File: config.mk
export PLATFORM = sky130hd
export DESIGN_NAME = sbus_datapath
export DESIGN_NICKNAME = d
export VERILOG_FILES = /design/src/rtl/sbus_pkg.sv /design/src/rtl/sbus_gpr.sv /design/src/rtl/sbus_alu.sv /design/src/rtl/sbus_memctl.sv /design/src/rtl/sbus_datapath.sv
export SDC_FILE = /design/constraint.sdc
export NUM_CORES = 1
export LEC_CHECK = 0
export BUFFER_PORTS_ARGS = -buffer_cell sky130_fd_sc_hd__buf_2
export CORE_UTILIZATION = 30
export CTS_BUF_LIST = sky130_fd_sc_hd__clkbuf_4
export DETAILED_ROUTE_END_ITERATION = 16
export HOLD_SLACK_MARGIN = 0.05
export SYNTH_ARGS = -nofsm -noshare
export SYNTH_HDL_FRONTEND = slang
export SYNTH_SLANG_ARGS = --single-unit
File: constraint.sdc
create_clock -name clk -period 6.27 [get_ports clk]
set_input_delay 0.3135 -clock clk [delete_from_list [all_inputs] [get_ports clk]]
set_output_delay 0.3135 -clock clk [all_outputs]
set_load 0.05 [all_outputs]
File: src/rtl/sbus_pkg.sv
package sbus_pkg;
    localparam int SRC_R0  = 0;
    localparam int SRC_PC  = 4;
    localparam int SRC_IR  = 5;
    localparam int SRC_Z   = 6;
    localparam int SRC_MDR = 7;
    localparam int NSRC    = 8;

    localparam int DST_R0  = 0;
    localparam int DST_PC  = 4;
    localparam int DST_IR  = 5;
    localparam int DST_Y   = 6;
    localparam int DST_Z   = 7;
    localparam int DST_MAR = 8;
    localparam int DST_MDR = 9;
    localparam int NDST    = 10;

    localparam int NGPR    = 4;

    typedef enum logic [2:0] {
        ALU_ADD   = 3'd0,
        ALU_SUB   = 3'd1,
        ALU_AND   = 3'd2,
        ALU_OR    = 3'd3,
        ALU_PASSB = 3'd4
    } alu_op_e;

    typedef enum logic [1:0] {
        MS_IDLE  = 2'd0,
        MS_READ  = 2'd1,
        MS_WRITE = 2'd2
    } mem_state_e;
endpackage

File: src/rtl/sbus_gpr.sv
module sbus_gpr #(
    parameter int DW   = 32,
    parameter int NREG = 4
) (
    input  logic                      clk,
    input  logic                      rst,
    input  logic [DW-1:0]             bus,
    input  logic [NREG-1:0]           load,
    output logic [NREG-1:0][DW-1:0]   q
);
    for (genvar g = 0; g < NREG; g++) begin : g_reg
        always_ff @(posedge clk) begin
            if (rst)
                q[g] <= '0;
            else if (load[g])
                q[g] <= bus;
        end
    end
endmodule

File: src/rtl/sbus_alu.sv
module sbus_alu
    import sbus_pkg::*;
#(
    parameter int DW = 32
) (
    input  logic [DW-1:0] op_a,
    input  logic [DW-1:0] op_b,
    input  logic [2:0]    op,
    output logic [DW-1:0] res
);
    always_comb begin
        case (alu_op_e'(op))
            ALU_ADD:   res = op_a + op_b;
            ALU_SUB:   res = op_a - op_b;
            ALU_AND:   res = op_a & op_b;
            ALU_OR:    res = op_a | op_b;
            ALU_PASSB: res = op_b;
            default:   res = op_b;
        endcase
    end
endmodule

File: src/rtl/sbus_memctl.sv
module sbus_memctl
    import sbus_pkg::*;
(
    input  logic clk,
    input  logic rst,
    input  logic rd_req,
    input  logic wr_req,
    input  logic mfc,
    output logic mem_read,
    output logic mem_write,
    output logic busy,
    output logic capture,
    output logic done
);
    mem_state_e state, state_nx;

    always_ff @(posedge clk) begin
        if (rst) begin
            state <= MS_IDLE;
            done  <= 1'b0;
        end else begin
            state <= state_nx;
            done  <= (state != MS_IDLE) && mfc;
        end
    end

    always_comb begin
        state_nx = state;
        unique case (state)
            MS_IDLE: begin
                if (rd_req)      state_nx = MS_READ;
                else if (wr_req) state_nx = MS_WRITE;
            end
            MS_READ:  if (mfc) state_nx = MS_IDLE;
            MS_WRITE: if (mfc) state_nx = MS_IDLE;
            default:  state_nx = MS_IDLE;
        endcase
    end

    always_comb begin
        mem_read  = (state == MS_READ);
        mem_write = (state == MS_WRITE);
        busy      = (state != MS_IDLE);
        capture   = (state == MS_READ) && mfc;
    end
endmodule

File: src/rtl/sbus_datapath.sv
module sbus_datapath
    import sbus_pkg::*;
#(
    parameter int DW = 32
) (
    input  logic             clk,
    input  logic             rst,
    input  logic [NSRC-1:0]  out_en,
    input  logic [NDST-1:0]  in_en,
    input  logic [2:0]       alu_op,
    input  logic             sel_const4,
    input  logic             rd_req,
    input  logic             wr_req,
    input  logic [DW-1:0]    mem_rdata,
    input  logic             mem_mfc,
    output logic [DW-1:0]    mem_addr,
    output logic [DW-1:0]    mem_wdata,
    output logic             mem_read,
    output logic             mem_write,
    output logic             mem_busy,
    output logic             mem_done,
    output logic [DW-1:0]    ir_value,
    output logic [DW-1:0]    bus_value,
    output logic             bus_conflict,
    output logic             flag_neg,
    output logic             flag_zero
);
    localparam logic [DW-1:0] CONST4 = DW'(4);

    logic [NGPR-1:0][DW-1:0] gpr_q;
    logic [NSRC-1:0][DW-1:0] src;
    logic [DW-1:0] pc_q, ir_q, y_q, z_q, mar_q, mdr_q;
    logic [DW-1:0] alu_a, alu_res;
    logic          mdr_capture;

    for (genvar g = 0; g < NGPR; g++) begin : g_src
        assign src[SRC_R0 + g] = gpr_q[g];
    end
    assign src[SRC_PC]  = pc_q;
    assign src[SRC_IR]  = ir_q;
    assign src[SRC_Z]   = z_q;
    assign src[SRC_MDR] = mdr_q;

    always_comb begin
        bus_value = '0;
        for (int i = 0; i < NSRC; i++)
            if (out_en[i]) bus_value = bus_value | src[i];
    end
    assign bus_conflict = ($countones(out_en) > 1);

    sbus_gpr #(.DW(DW), .NREG(NGPR)) u_gpr (
        .clk  (clk),
        .rst  (rst),
        .bus  (bus_value),
        .load (in_en[DST_R0 +: NGPR]),
        .q    (gpr_q)
    );

    assign alu_a = sel_const4 ? CONST4 : y_q;

    sbus_alu #(.DW(DW)) u_alu (
        .op_a (alu_a),
        .op_b (bus_value),
        .op   (alu_op),
        .res  (alu_res)
    );

    sbus_memctl u_memctl (
        .clk       (clk),
        .rst       (rst),
        .rd_req    (rd_req),
        .wr_req    (wr_req),
        .mfc       (mem_mfc),
        .mem_read  (mem_read),
        .mem_write (mem_write),
        .busy      (mem_busy),
        .capture   (mdr_capture),
        .done      (mem_done)
    );

    always_ff @(posedge clk) begin
        if (rst) begin
            pc_q      <= '0;
            ir_q      <= '0;
            y_q       <= '0;
            z_q       <= '0;
            mar_q     <= '0;
            mdr_q     <= '0;
            flag_neg  <= 1'b0;
            flag_zero <= 1'b0;
        end else begin
            if (in_en[DST_PC])  pc_q  <= bus_value;
            if (in_en[DST_IR])  ir_q  <= bus_value;
            if (in_en[DST_Y])   y_q   <= bus_value;
            if (in_en[DST_MAR]) mar_q <= bus_value;
            if (in_en[DST_Z]) begin
                z_q       <= alu_res;
                flag_neg  <= alu_res[DW-1];
                flag_zero <= (alu_res == '0);
            end
            if (mdr_capture)
                mdr_q <= mem_rdata;
            else if (in_en[DST_MDR] && !mem_busy)
                mdr_q <= bus_value;
        end
    end

    assign mem_addr  = mar_q;
    assign mem_wdata = mdr_q;
    assign ir_value  = ir_q;
endmodule

# --- Word-level counts from Yosys, hierarchy flattened ---
# Index checks and enable logic that the tools add are counted.
op_classes:
  add_sub_neg: 9
  magnitude_cmp: 1
  eq_ne: 7
  n_mux: 16
  n_reduce_logical: 11
  n_bitwise: 9
ops:
  columns: ["cell", "n"]
  rows:
  - ["32-bit 2-to-1 mux", 11]
  - ["32-bit bitwise OR", 8]
  - ["32-bit case mux with 4 select lines", 1]
  - ["32-bit adder", 1]
  - ["32-bit bitwise AND", 1]
  - ["32-bit logical NOT", 1]
  - ["32-bit subtractor", 1]
  - ["1-bit by 1-bit adder with 2-bit output", 4]
  - ["2-bit by 2-bit adder with 3-bit output", 2]
  - ["3-bit by 2-bit == test with 1-bit output (second input constant)", 2]
  - ["2-bit 2-to-1 mux", 3]
  - ["3-bit by 3-bit adder with 4-bit output", 1]
  - ["4-bit by 1-bit > comparator with 1-bit output (second input constant)", 1]
  - ["2-bit case mux with 2 select lines", 1]
  - ["2-bit nonzero test", 2]
  - ["3-bit by 1-bit == test with 1-bit output (second input constant)", 1]
  - ["1-bit logical AND", 3]
  - ["3-bit logical NOT", 1]
  - ["3-bit != test (second input constant)", 1]
  - ["2-bit by 1-bit == test with 1-bit output (second input constant)", 1]
  - ["2-bit == test (second input constant)", 1]
  - ["2-bit logical NOT", 1]
  - ["2-bit by 1-bit != test with 1-bit output (second input constant)", 1]
  - ["2-bit AND reduction", 1]
  - ["2 further kinds", 2]
totals:
  out_inout_bits: 135
  elab_cells: 67
  reg_bits: 325

# --- Depth between registers and ports, before layout ---
# Gate-level depths: netlist of run 1.
logic_depth:
  word_depth: 18
  mapped_depth: 22
  mapped_depth_nobuf: 20

# --- Modules after synthesis ---
# Synthesis of run 1 repeated with hierarchy kept, for this count alone.
hier_totals:
  hier_cells: 2012
  area_unflattened_um2: 17280.3
modules_own_cells:
  columns: ["module", "area_each_um2", "instances", "cells_each", "seq_area_each_um2"]
  rows:
  - ["sbus_datapath", 8876.0, 1, 1030, 3863.7]
  - ["sbus_gpr", 4679.5, 1, 414, 2562.5]
  - ["sbus_alu", 3540.9, 1, 549, 0.0]
  - ["sbus_memctl", 183.9, 1, 19, 60.1]

# --- Worst setup path before layout of run 1 ---
# OpenSTA, ideal clock, no wires.
synth_timing:
  path_type: "reg2reg"
  startpoint: "reg mdr_q[1], in the netlist mem_wdata[1]"
  endpoint: "reg flag_zero"
  path_buffers: 3
  t_arrival_ns: 4.777
  setup_slack_ns: 1.433
  path_stages_with_launch: 22
  synth_period_minus_slack_ns: 4.837
  cell_sequence: "dfxtp_1 a22oi_1 and4_1 clkbuf_1 clkbuf_1 ha_1 nand4_1 nor3_1 a21oi_1 xnor2_1 ha_1 clkbuf_1 nand2_1 nor3_1 nand3_1 o31ai_1 nor3_1 a2111oi_0 nand4_1 nor4_1 nand4_1 nand2_1"
synth_between:
  elab_chain_cells: 5
  elab_cells_between_ends: 8
  classes_between: "2 x add/sub; 2 x mux; 3 x bitwise; 1 x reduce/logical"
synth_rtl:
  columns: ["item", "line_no", "text"]
  rows:
  - ["start: declaration", "sbus_datapath.sv:32", "logic [DW-1:0] pc_q, ir_q, y_q, z_q, mar_q, mdr_q;"]
  - ["start signal: assignment", "sbus_datapath.sv:102", "mdr_q <= mem_rdata;"]
  - ["start signal: assignment", "sbus_datapath.sv:104", "mdr_q <= bus_value;"]
  - ["32-bit bitwise OR (*)", "sbus_datapath.sv:47", "if (out_en[i]) bus_value = bus_value | src[i];"]
  - ["32-bit 2-to-1 mux (*)", "sbus_datapath.sv:47", null]
  - ["32-bit subtractor (tied with other cells)", "sbus_alu.sv:14", "ALU_SUB: res = op_a - op_b;"]
  - ["32-bit case mux with 4 select lines (*)", "sbus_alu.sv:12", "case (alu_op_e'(op))"]
  - ["32-bit logical NOT (*)", "sbus_datapath.sv:99", "flag_zero <= (alu_res == '0);"]
  - ["end signal: assignment", "sbus_datapath.sv:99", null]
  - ["end: declaration", "sbus_datapath.sv:26", "output logic flag_zero"]
# Every way passes the cells marked *; elsewhere a longest branch is shown, timed or not.
# A chain may end at the register's enable or synchronous reset.

# --- Worst setup path after layout of run 1 ---
layout_timing:
  startpoint: "reg ir_q[2], in the netlist ir_value[2]"
  endpoint: "reg flag_zero"
layout_between:
  elab_chain_cells: 9
  elab_cells_between_ends: 12
  classes_between: "2 x add/sub; 4 x mux; 5 x bitwise; 1 x reduce/logical"
layout_rtl:
  columns: ["item", "line_no", "text"]
  rows:
  - ["start: declaration", "sbus_datapath.sv:32", null]
  - ["start signal: assignment", "sbus_datapath.sv:93", "if (in_en[DST_IR]) ir_q <= bus_value;"]
  - ["32-bit bitwise OR (*)", "sbus_datapath.sv:47", null]
  - ["32-bit 2-to-1 mux (*)", "sbus_datapath.sv:47", null]
  - ["32-bit bitwise OR", "sbus_datapath.sv:47", null]
  - ["32-bit 2-to-1 mux (*)", "sbus_datapath.sv:47", null]
  - ["32-bit bitwise OR", "sbus_datapath.sv:47", null]
  - ["32-bit 2-to-1 mux (*)", "sbus_datapath.sv:47", null]
  - ["32-bit subtractor (tied with other cells)", "sbus_alu.sv:14", null]
  - ["32-bit case mux with 4 select lines (*)", "sbus_alu.sv:12", null]
  - ["32-bit logical NOT (*)", "sbus_datapath.sv:99", null]
# Marks and branches as above.

==> impl_metrics.env, run 1 <==
export IMPL_clkTransAtPathRegs_ns=0.06
export IMPL_fin_area_sq_um=19800
export IMPL_cp_end_kind="flop"
export IMPL_layout_min_cycle_time_ns=5.25
export IMPL_detailedPlace_worstSlack_ns=0.744
export IMPL_ys_types=81
export IMPL_viasPerCell=5.50
export IMPL_slew_violations=0
export IMPL_io_pins=194
export IMPL_vias=16600
export IMPL_maximum_number_of_pins_on_one_net_before_global_route_repair=228
export IMPL_synth_top_area_share_pct=38.7
export IMPL_die_y_um=238
export IMPL_cts_num_sinks=324
export IMPL_mostFrequentLayoutCell="sky130_fd_sc_hd__nor2_1"
export IMPL_hpwl_um=44100
export IMPL_drc=0
export IMPL_cts_setup_buffers=0
export IMPL_antenna_violations_before_repair=3
export IMPL_mappedNetlistNets=2136
export IMPL_cts_resized=0
export IMPL_first_pass_grt_wire_length_um=98400
export IMPL_drive_gt1_share_pct=18.6
export IMPL_ys_seq_elements=324
export IMPL_yosys_top_cells_area="sky130_fd_sc_hd__dfxtp_1 (39%), sky130_fd_sc_hd__a211oi_1 (14%), sky130_fd_sc_hd__nor2_1 (8.8%)"
export IMPL_cellLeakagePower_nw=7.89
export IMPL_critical_path_peak_fanout=10
export IMPL_power_ir_vdd_worst_mv=0.111
export IMPL_routed_wl_um=64800
export IMPL_initialDrtViolationCount=1520
export IMPL_cp_cell_sequence="a22oi_1 -> and4_1 -> nand3_2 -> or4_4 -> nor2_1 -> a21oi_1 -> xnor2_1 -> ha_1 -> nand2_1 -> nor3_1 -> nand3_1 -> o31ai_1 -> nor3_1 -> a2111oi_0 -> nand4_1 -> nor4_1 -> nand4_1 -> nand2_1"
export IMPL_synth_enable_flop_cells=0
export IMPL_nFillCells=5779
export IMPL_netlist_instances=2032
export IMPL_timing_critical_path_arrival_ns=5.99
export IMPL_design_final_nets=2322
export IMPL_groute_usage_overall_pct=22.4
export IMPL_detailedRoute_firstPassIterationCount=5
export IMPL_place_congestion=0.903
export IMPL_hold_slack_ns=0.206
export IMPL_sequential_cell_area_sq_um=6490
export IMPL_power_density_nw_per_um2=344
export IMPL_multi_input_area_sq_um=9140
export IMPL_setup_violations_final=0
export IMPL_start_util_pct=30.4
export IMPL_min_period_over_period_pct=83.7
export IMPL_overall_power_mw=6.81
export IMPL_synth_warnings=0
export IMPL_clk_root_buffer_cell="sky130_fd_sc_hd__clkbuf_4"
export IMPL_numCtsBuffers=90
export IMPL_longest_individual_stage_delay_on_the_worst_path_ns=0.60
export IMPL_synth_ff_type="sky130_fd_sc_hd__dfxtp_1"
export IMPL_relSlewSlack_pct=24.2
export IMPL_syn_cell_area_sq_um=16700
export IMPL_maxCapViolCount=0
export IMPL_die_area_sq_um=56700
export IMPL_clk_latency_ns=0.81
export IMPL_syn_area_per_cell_sq_um=8.24
export IMPL_worst_hold_path_type="in2reg"
export IMPL_layout_area_overhead_vs_synth_pct=18.4
export IMPL_cts_htree_levels=3
export IMPL_clk_path_buf_depth=3
export IMPL_required_ns=7.01
export IMPL_post_dp_cell_area_sq_um=18200
export IMPL_crit_slowest_cell="sky130_fd_sc_hd__or4_4"
export IMPL_rsz0062_at_grt="false"
export IMPL_fin_setup_tns_ns=0
export IMPL_port_buffers=193
export IMPL_wl_per_cell_um=21.4
export IMPL_timing_hold_violations_final=0
export IMPL_area_of_the_core_sq_um=55100
export IMPL_finalClockSkew_ns=0.0530
export IMPL_synth_largest_area_cell="sky130_fd_sc_hd__dfxtp_1"
export IMPL_route_antenna_remaining_nets=0
export IMPL_layout_cells_most_common_list="sky130_fd_sc_hd__nor2_1 (391), sky130_fd_sc_hd__dfxtp_1 (324), sky130_fd_sc_hd__a211oi_1 (316), sky130_fd_sc_hd__buf_2 (192), sky130_fd_sc_hd__a22oi_1 (130)"
export IMPL_synth_seq_area_share_pct=38.7
export IMPL_std_cell_rows=86
export IMPL_outcome="finished, final reports clean"
export IMPL_critPathLaunchType="flop"
export IMPL_number_of_global_route_vias_before_repair=15700
export IMPL_die_w_um=238
export IMPL_synth_async_sr_flop_share_pct=0
export IMPL_final_setup_worst_slack_ns=1.02
export IMPL_tritoncts="yes"
export IMPL_grt_ovfl_total=0
export IMPL_worst_slew_pin_transition_ns=1.14
export IMPL_clock_fmax_ghz=0.191
export IMPL_setup_worst_path_class="reg2reg"
==> critical path, delay by kind of cell, from the launching register on <==
family | cells | cell delay, ns
adders and majority gates | 1 | 0.46
and+or+nand+nor | 12 | 2.70
AOI/OAI and AO/OA | 4 | 1.48
DFF | 1 | 0.36
xor gates and xnor gates | 1 | 0.18
==> routing by layer <==
layer	up-vias	global-route usage [%]	wire [um]
met5	-	0	11
met1	7948	31.9	30600
li1	7884	-	-
met2	703	33.0	27500
met3	109	4.72	4660
met4	2	8.49	1980
==> cells in the mapped netlist (7+ instances only) <==
master	instances
sky130_fd_sc_hd__mux2i_1	8
sky130_fd_sc_hd__inv_1	57
sky130_fd_sc_hd__a22oi_1	130
sky130_fd_sc_hd__and4_1	30
sky130_fd_sc_hd__nor2b_1	37
sky130_fd_sc_hd__buf_1	15
sky130_fd_sc_hd__and3_1	9
sky130_fd_sc_hd__xnor2_1	40
sky130_fd_sc_hd__nand3_1	17
sky130_fd_sc_hd__clkbuf_1	171
sky130_fd_sc_hd__dfxtp_1	324
sky130_fd_sc_hd__nor3_1	20
sky130_fd_sc_hd__nand2_1	56
sky130_fd_sc_hd__buf_2	7
sky130_fd_sc_hd__buf_6	13
sky130_fd_sc_hd__and2_1	11
sky130_fd_sc_hd__a211oi_1	316
sky130_fd_sc_hd__a22o_1	10
sky130_fd_sc_hd__nor2_1	392
sky130_fd_sc_hd__ha_1	40
sky130_fd_sc_hd__a31oi_1	11
sky130_fd_sc_hd__a21oi_1	101
sky130_fd_sc_hd__a21o_1	15
sky130_fd_sc_hd__o21ai_0	44
sky130_fd_sc_hd__nand4_1	15
==> state kept, by name (all words and copies together) (netlist names) <==
| register | cells |
|---|---|
| ir_value | 32 |
| mem_addr | 32 |
| pc_q | 32 |
| z_q | 31 |
| u_gpr.q | 128 |
| u_memctl.state | 2 |
| flag_zero | 1 |
| mem_wdata | 32 |
| u_memctl.done | 1 |
| flag_neg | 1 |
| y_q | 32 |
==> stage by stage <==
stage | util, % | std cells
after floorplan | - | 2032
after global routing | 36.0 | 3027
final | 36.0 | 3027
after global placement | 33.0 | 2821
after detailed placement | 33.0 | 2821
after CTS | 36.0 | 3024
==> layout make-up <==
class | count | share of cell area (%)
multi-input cells | 1439 | 46.1
inverters | 62 | 1.17
diodes | 3 | 0.0379
repair buffers | 301 | 9.75
clock inverters | 23 | 0.657
clock buffers | 127 | 4.81
flip-flops and latches | 324 | 32.7
well taps | 748 | 4.72
==> logic make-up after synthesis <==
| group | synth area share (%) |
|---|---|
| AND/OR/NAND/NOR | 17.5 |
| multiplexers | 0.680 |
| flip-flops | 38.7 |
| XOR/XNOR | 2.35 |
| adder cells (fa/ha/maj) | 3.59 |
| AO/OA/AOI/OAI | 30.5 |
| buffers and inverters | 6.69 |
==> final timing paths <==
kind	from	to	slack, ns	depth (start not counted)
max	ir_value[2]	flag_zero	1.02	18
min	in_en[7]	z_q[2]	0.21	4
max reg2reg	ir_value[2]	flag_zero	1.02	18
min reg2reg	y_q[3]	y_q[3]	0.48	2
==> where the power goes <==
part	total, mW	switching, mW	internal (mW)
clock network	1.87	0.907	0.967
registers	2.47	0.176	2.29
logic	2.47	1.70	0.774
==> what timing repair did <==
item	in CTS	in global routing
endpoints found under the hold margin	102	0
hold buffers	53	0
setup endpoints to repair	0	0
(Power assumes the default switching activity.)
==> run 2, diff against run 1 <==
clock period = 4.6 ns   (was 6.27 ns; I/O delays follow)
==> run 2 against run 1 <==
Combinational power rose by 65%. Clock skew shrank 0.0011 ns. Sequential cell count stayed put. Worst hold slack worse by 0.053 ns. Critical endpoint unchanged. Largest power group is now combinational cells.
==> impl_metrics.env, run 2 (synthesized netlist as in run 1, its figures left out) <==
export IMPL_outcome="finished, final reports clean"
export IMPL_antenna_violations_before_repair=3
export IMPL_drive_gt1_share_pct=28.1
export IMPL_worstHoldEndpoint="u_gpr.q[105]"
export IMPL_clk_root_buffer_cell="sky130_fd_sc_hd__clkbuf_4"
export IMPL_r2r_end="flag_zero"
export IMPL_route_antenna_remaining_nets=0
export IMPL_design_final_nets=2541
export IMPL_power_net_switching_mw=3.97
export IMPL_io_pins=194
export IMPL_sequential_cell_area_sq_um=6490
export IMPL_clk_path_buf_depth=3
export IMPL_cpLargestDelayFamily="simple AND/OR/NAND/NOR gates"
export IMPL_grt_ovfl_total=0
export IMPL_setup_worst_path_class="reg2reg"
export IMPL_crit_reg2reg_launch="ir_value[9]"
export IMPL_hold_path_startpoint="in_en[3]"
export IMPL_crit_slowest_cell="sky130_fd_sc_hd__or4_4"
export IMPL_cp_end_kind="flop"
export IMPL_clock_fmax_ghz=0.226
export IMPL_instances_no_fill=3241
export IMPL_slew_violations=0
export IMPL_overall_power_mw=9.89
export IMPL_place_inst=3026
export IMPL_hpwl_um=45900
export IMPL_initialDrtViolationCount=1478
export IMPL_seqPwrFrac_pct=33.8
export IMPL_clkTransAtPathRegs_ns=0.06
export IMPL_power_combinational_fraction_pct=41.3
export IMPL_maxCapViolCount=0
export IMPL_longest_individual_stage_delay_on_the_worst_path_ns=0.62
export IMPL_numCtsBuffers=86
export IMPL_swShare_pct=40.1
export IMPL_power_density_nw_per_um2=454
export IMPL_viasPerCell=5.32
export IMPL_cell_internal_pwr_mw=5.92
export IMPL_max_flop_register="u_gpr.q"
export IMPL_maximum_number_of_pins_on_one_net_before_global_route_repair=224
export IMPL_cts_num_sinks=324
export IMPL_min_period_over_period_pct=96.2
export IMPL_worst_hold_path_type="in2reg"
export IMPL_worstRegToRegCells=21
export IMPL_layout_area_overhead_vs_synth_pct=30.3
export IMPL_start_util_pct=30.4
export IMPL_area_of_the_core_sq_um=55100
export IMPL_min_path_cells=4
export IMPL_tritoncts="yes"
export IMPL_critPathLaunchType="flop"
export IMPL_vias=17200
export IMPL_detailedRoute_firstPassIterationCount=6
export IMPL_mostFrequentLayoutCell="sky130_fd_sc_hd__nor2_1"
export IMPL_port_buffers=193
export IMPL_worst_path_buf_inv=4
export IMPL_cp_cell_sequence="a22oi_1 -> buf_4 -> and4_4 -> nand3_1 -> or4_4 -> o21ai_1 -> xnor2_1 -> ha_1 -> nand2_1 -> o21bai_1 -> a211oi_1 -> buf_4 -> or2_4 -> buf_4 -> o2111a_1 -> nor3_1 -> buf_4 -> nand4_1 -> nor4_4 -> nand4_1 -> nand2_1"
export IMPL_finalClockSkew_ns=0.0518
export IMPL_critical_path_peak_fanout=5
export IMPL_layout_min_cycle_time_ns=4.42
export IMPL_die_y_um=238
export IMPL_required_ns=5.33
export IMPL_wl_per_cell_um=20.4
export IMPL_cpMostUsedCell="sky130_fd_sc_hd__buf_4"
export IMPL_routed_wl_um=66100
export IMPL_cts_htree_levels=3
export IMPL_drc=0
export IMPL_largest_register_ffs=128
export IMPL_number_of_global_route_vias_before_repair=16600
export IMPL_timing_critical_path_arrival_ns=5.15
export IMPL_nFillCells=5718
export IMPL_p_clk_share_pct=24.9
export IMPL_first_pass_grt_wire_length_um=99000
export IMPL_regToRegSetupSlack_ns=0.18
export IMPL_place_congestion=0.935
export IMPL_relSlewSlack_pct=19.0
export IMPL_setup_violations_final=0
export IMPL_power_ir_vdd_worst_mv=0.162
export IMPL_die_area_sq_um=56700
export IMPL_multi_input_area_sq_um=9500
export IMPL_std_cell_rows=86
export IMPL_die_w_um=238
export IMPL_clk_latency_ns=0.79
export IMPL_cellLeakagePower_nw=9.01
export IMPL_timing_hold_violations_final=0
export IMPL_groute_usage_overall_pct=22.4
export IMPL_worst_slew_pin_transition_ns=1.21
export IMPL_layout_cells_most_common_list="sky130_fd_sc_hd__nor2_1 (388), sky130_fd_sc_hd__dfxtp_1 (324), sky130_fd_sc_hd__a211oi_1 (313), sky130_fd_sc_hd__buf_4 (274), sky130_fd_sc_hd__buf_2 (192)"
run 2: per-stage QoR:
stage	hold WS [ns]	instance area (sq um)	setup WS (ns)	TNS, ns	util (%)
6_report	0.153	21800	0.176	0	39.6
3_3_place_gp	0.457	19800	-0.306	-0.574	35.9
5_1_grt	0.167	21800	-0.0461	-0.0544	39.6
4_1_cts	0.105	21400	0.00363	0	38.8
2_1_floorplan	0.371	16800	0.0173	0	-
3_5_place_dp	0.465	19800	-0.340	-0.774	35.9
run 2: repair_timing:
action,in CTS,in global routing
hold endpoints to repair,119,0
pin swaps,0,34
setup buffers,1,17
endpoints found under the setup margin,1,12
gates resized for setup,12,78
hold buffers,53,0
run 2: how the worst max path moves through the flow:
stage / start / endpoint / slack [ns] / cells after the start
6_report: ir_value[9] / flag_zero / 0.18 / 21
5_1_grt: pc_q[5] / flag_zero / -0.05 / 22
4_1_cts: u_gpr.q[33] / flag_zero / 0.004 / 22
3_5_place_dp: out_en[0] / flag_zero / -0.34 / 21
3_3_place_gp: out_en[1] / flag_zero / -0.31 / 25
2_1_floorplan: mem_wdata[1] / flag_zero / 0.02 / 21
run 2: power by group through the flow:
| stage | Sequential, mW | Combinational [mW] | Clock [mW] |
|---|---|---|---|
| after floorplan | 3.68 | 2.00 | 0 |
| after global placement | 3.39 | 3.74 | 0 |
| after detailed placement | 3.40 | 3.76 | 0 |
| after CTS | 3.34 | 3.86 | 2.52 |
| after global routing | 3.37 | 4.36 | 2.66 |
| final | 3.35 | 4.08 | 2.46 |
run 2: layout make-up:
type	instances	share of cell area [%]
diodes	2	0.0230
clock inverters	24	0.597
clock buffers	118	4.06
inverters	62	1.07
multi-input cells	1439	43.6
repair buffers	524	16.6
well taps	748	4.29
flip-flops and latches	324	29.7
run 2: metal layers:
metal / vias up / part of all wire (%) / GRT usage, %
met1: 8155 / 46 / 31.5
met2: 665 / 42 / 32.4
met3: 117 / 8.4 / 5.68
li1: 8292 / - / -
met4: 2 / 3.1 / 9.05
met5: - / 0.015 / 0
run 2: worst reg2reg max path, stage by stage, from the launching register on:
cell                       delay [ns]
sky130_fd_sc_hd__dfxtp_1         0.31
sky130_fd_sc_hd__a22oi_1         0.16
sky130_fd_sc_hd__buf_4           0.16
sky130_fd_sc_hd__and4_4          0.26
sky130_fd_sc_hd__nand3_1         0.08
sky130_fd_sc_hd__or4_4           0.62
sky130_fd_sc_hd__o21ai_1         0.18
sky130_fd_sc_hd__xnor2_1         0.08
sky130_fd_sc_hd__ha_1            0.31
sky130_fd_sc_hd__nand2_1         0.10
sky130_fd_sc_hd__o21bai_1        0.24
sky130_fd_sc_hd__a211oi_1        0.08
sky130_fd_sc_hd__buf_4           0.17
sky130_fd_sc_hd__or2_4           0.27
sky130_fd_sc_hd__buf_4           0.14
sky130_fd_sc_hd__o2111a_1        0.23
sky130_fd_sc_hd__nor3_1          0.19
sky130_fd_sc_hd__buf_4           0.15
sky130_fd_sc_hd__nand4_1         0.14
sky130_fd_sc_hd__nor4_4          0.29
sky130_fd_sc_hd__nand4_1         0.13
sky130_fd_sc_hd__nand2_1         0.09
==> run 3, diff against run 2 <==
clock period = 4.3 ns   (was 4.6 ns; I/O delays follow)
==> run 3 against run 2 <==
The flow now finishes with violations (setup timing). Core utilization rose by 1.4 points. Combinational power is 12% higher. Global-route usage up 0.29 points. Count of clock-buffer cells in the layout decreased by 5. Cell count is 1.7% higher. Via count grew 2.1%. Critical path depth did not move. Routed wire length up 0.52%. Largest cell class unchanged.
==> impl_metrics.env, run 3 (synthesized netlist as in run 1, its figures left out) <==
export IMPL_layout_area_overhead_vs_synth_pct=34.9
export IMPL_layout_cells_most_common_list="sky130_fd_sc_hd__nor2_1 (386), sky130_fd_sc_hd__buf_4 (334), sky130_fd_sc_hd__dfxtp_1 (312), sky130_fd_sc_hd__a211oi_1 (311), sky130_fd_sc_hd__buf_2 (192)"
export IMPL_design_final_nets=2603
export IMPL_antenna_violations_before_repair=3
export IMPL_std_cell_rows=86
export IMPL_critical_path_peak_fanout=5
export IMPL_final_setup_worst_slack_ns=-0.145
export IMPL_first_pass_grt_wire_length_um=101000
export IMPL_maximum_number_of_pins_on_one_net_before_global_route_repair=174
export IMPL_detailedRoute_firstPassIterationCount=6
export IMPL_vias=17600
export IMPL_power_net_switching_mw=4.27
export IMPL_viasPerCell=5.33
export IMPL_largest_register_ffs=128
export IMPL_seqPwrFrac_pct=32.9
export IMPL_tritoncts="yes"
export IMPL_max_flop_register="u_gpr.q"
export IMPL_start_util_pct=30.4
export IMPL_violations_in_the_final_reports="setup timing"
export IMPL_cts_htree_levels=3
export IMPL_die_y_um=238
export IMPL_cell_internal_pwr_mw=6.59
export IMPL_slew_violations=0
export IMPL_fin_setup_tns_ns=-0.181
export IMPL_rsz0062_at_grt="true"
export IMPL_clk_path_buf_depth=3
export IMPL_critPathLaunchType="flop"
export IMPL_clk_root_buffer_cell="sky130_fd_sc_hd__clkbuf_4"
export IMPL_power_ir_vdd_worst_mv=0.170
export IMPL_setup_violations_final=2
export IMPL_worst_hold_path_type="in2reg"
export IMPL_die_area_sq_um=56700
export IMPL_overall_power_mw=10.9
export IMPL_cp_end_kind="flop"
export IMPL_area_of_the_core_sq_um=55100
export IMPL_number_of_global_route_vias_before_repair=16800
export IMPL_wl_per_cell_um=20.2
export IMPL_numCtsBuffers=86
export IMPL_route_antenna_remaining_nets=0
export IMPL_routed_wl_um=66400
export IMPL_power_combinational_fraction_pct=42.0
export IMPL_initialDrtViolationCount=1374
export IMPL_grt_ovfl_total=0
export IMPL_cellLeakagePower_nw=9.40
export IMPL_place_congestion=0.925
export IMPL_swShare_pct=39.3
export IMPL_timing_critical_path_arrival_ns=5.12
export IMPL_relSlewSlack_pct=18.0
export IMPL_finalClockSkew_ns=0.0544
export IMPL_worst_slew_pin_transition_ns=1.23
export IMPL_required_ns=4.98
export IMPL_drive_gt1_share_pct=31.6
export IMPL_clkTransAtPathRegs_ns=0.08
export IMPL_hpwl_um=46900
export IMPL_fin_area_sq_um=22600
export IMPL_cts_num_sinks=324
export IMPL_p_clk_share_pct=25.1
export IMPL_groute_usage_overall_pct=22.7
export IMPL_layout_min_cycle_time_ns=4.45
export IMPL_die_w_um=238
export IMPL_timing_hold_violations_final=0
export IMPL_setup_worst_path_class="reg2reg"
export IMPL_clock_fmax_ghz=0.225
export IMPL_power_density_nw_per_um2=481
export IMPL_outcome="finished, violations left"
export IMPL_post_dp_cell_area_sq_um=20300
export IMPL_min_period_over_period_pct=103
export IMPL_io_pins=194
export IMPL_maxCapViolCount=0
export IMPL_port_buffers=193
export IMPL_mostFrequentLayoutCell="sky130_fd_sc_hd__nor2_1"
export IMPL_drc=0
export IMPL_clk_latency_ns=0.75
## run 3: through the flow
stage / util [%] / setup WS [ns] / std cells / hold slack, ns
6_report: 41.0 / -0.145 / 3297 / 0.176
3_3_place_gp: 36.8 / -0.859 / 3083 / 0.444
5_1_grt: 41.0 / -0.385 / 3296 / 0.182
3_5_place_dp: 36.8 / -0.766 / 3083 / 0.452
2_1_floorplan: - / 0.0165 / 2032 / 0.356
4_1_cts: 40.1 / -0.0982 / 3283 / 0.116
## run 3: layout make-up
cell class / instances / area, sq um
fill: 5700 / 32500
multi-input combinational: 1439 / 9730
sequential: 324 / 6500
timing repair buffer: 586 / 4110
tap: 748 / 936
clock buffer: 113 / 848
inverter: 62 / 248
clock inverter: 23 / 196
antenna: 2 / 5.00
## run 3: power groups by stage
| stage | combinational, mW | sequential (mW) | clock [mW] |
|---|---|---|---|
| 6_report | 4.56 | 3.57 | 2.73 |
| 3_3_place_gp | 4.14 | 3.62 | 0 |
| 4_1_cts | 4.35 | 3.56 | 2.80 |
| 5_1_grt | 4.86 | 3.60 | 2.95 |
| 3_5_place_dp | 4.16 | 3.62 | 0 |
| 2_1_floorplan | 2.16 | 3.94 | 0 |
## run 3: worst max-delay path: stages, from the launching register on
cell                        delay, ns
sky130_fd_sc_hd__dfxtp_2         0.33
sky130_fd_sc_hd__a22oi_2         0.22
sky130_fd_sc_hd__and4_4          0.27
sky130_fd_sc_hd__nand4_4         0.11
sky130_fd_sc_hd__or4_4           0.62
sky130_fd_sc_hd__nor2_4          0.16
sky130_fd_sc_hd__a21oi_2         0.08
sky130_fd_sc_hd__xnor2_1         0.14
sky130_fd_sc_hd__ha_1            0.35
sky130_fd_sc_hd__nand2_2         0.08
sky130_fd_sc_hd__nor3_4          0.25
sky130_fd_sc_hd__nand3_2         0.14
sky130_fd_sc_hd__o31ai_4         0.30
sky130_fd_sc_hd__buf_6           0.14
sky130_fd_sc_hd__nor3_4          0.04
sky130_fd_sc_hd__a2111oi_4       0.33
sky130_fd_sc_hd__buf_4           0.18
sky130_fd_sc_hd__nand4_1         0.09
sky130_fd_sc_hd__nor4_2          0.25
sky130_fd_sc_hd__buf_4           0.15
sky130_fd_sc_hd__nand4_1         0.09
sky130_fd_sc_hd__nand2_1         0.06
## run 3: final timing paths
kind / start / endpoint / slack, ns / cells past startpoint
setup reg to reg: z_q[6] / flag_zero / -0.15 / 21
setup / recovery: z_q[6] / flag_zero / -0.15 / 21
hold reg to reg: u_gpr.q[61] / u_gpr.q[61] / 0.48 / 2
hold / removal: in_en[5] / ir_value[5] / 0.18 / 4
## run 3: repair_timing
item | 4_1_cts | 5_1_grt
setup endpoints to repair | 11 | 12
hold buffers | 52 | 0
endpoints found under the hold margin | 56 | 0
gates cloned | 0 | 0
buffers inserted | 13 | 12
pin swaps | 19 | 51
gates resized for setup | 57 | 79
## run 3: metal layers
metal  vias up  GRT usage, %  part of all wire, %
met5         -             0                0.032
met4         4          8.12                  2.8
met3       119          3.99                  7.1
met2       681          33.8                   43
met1      8371          32.6                   47
li1       8410             -                    -
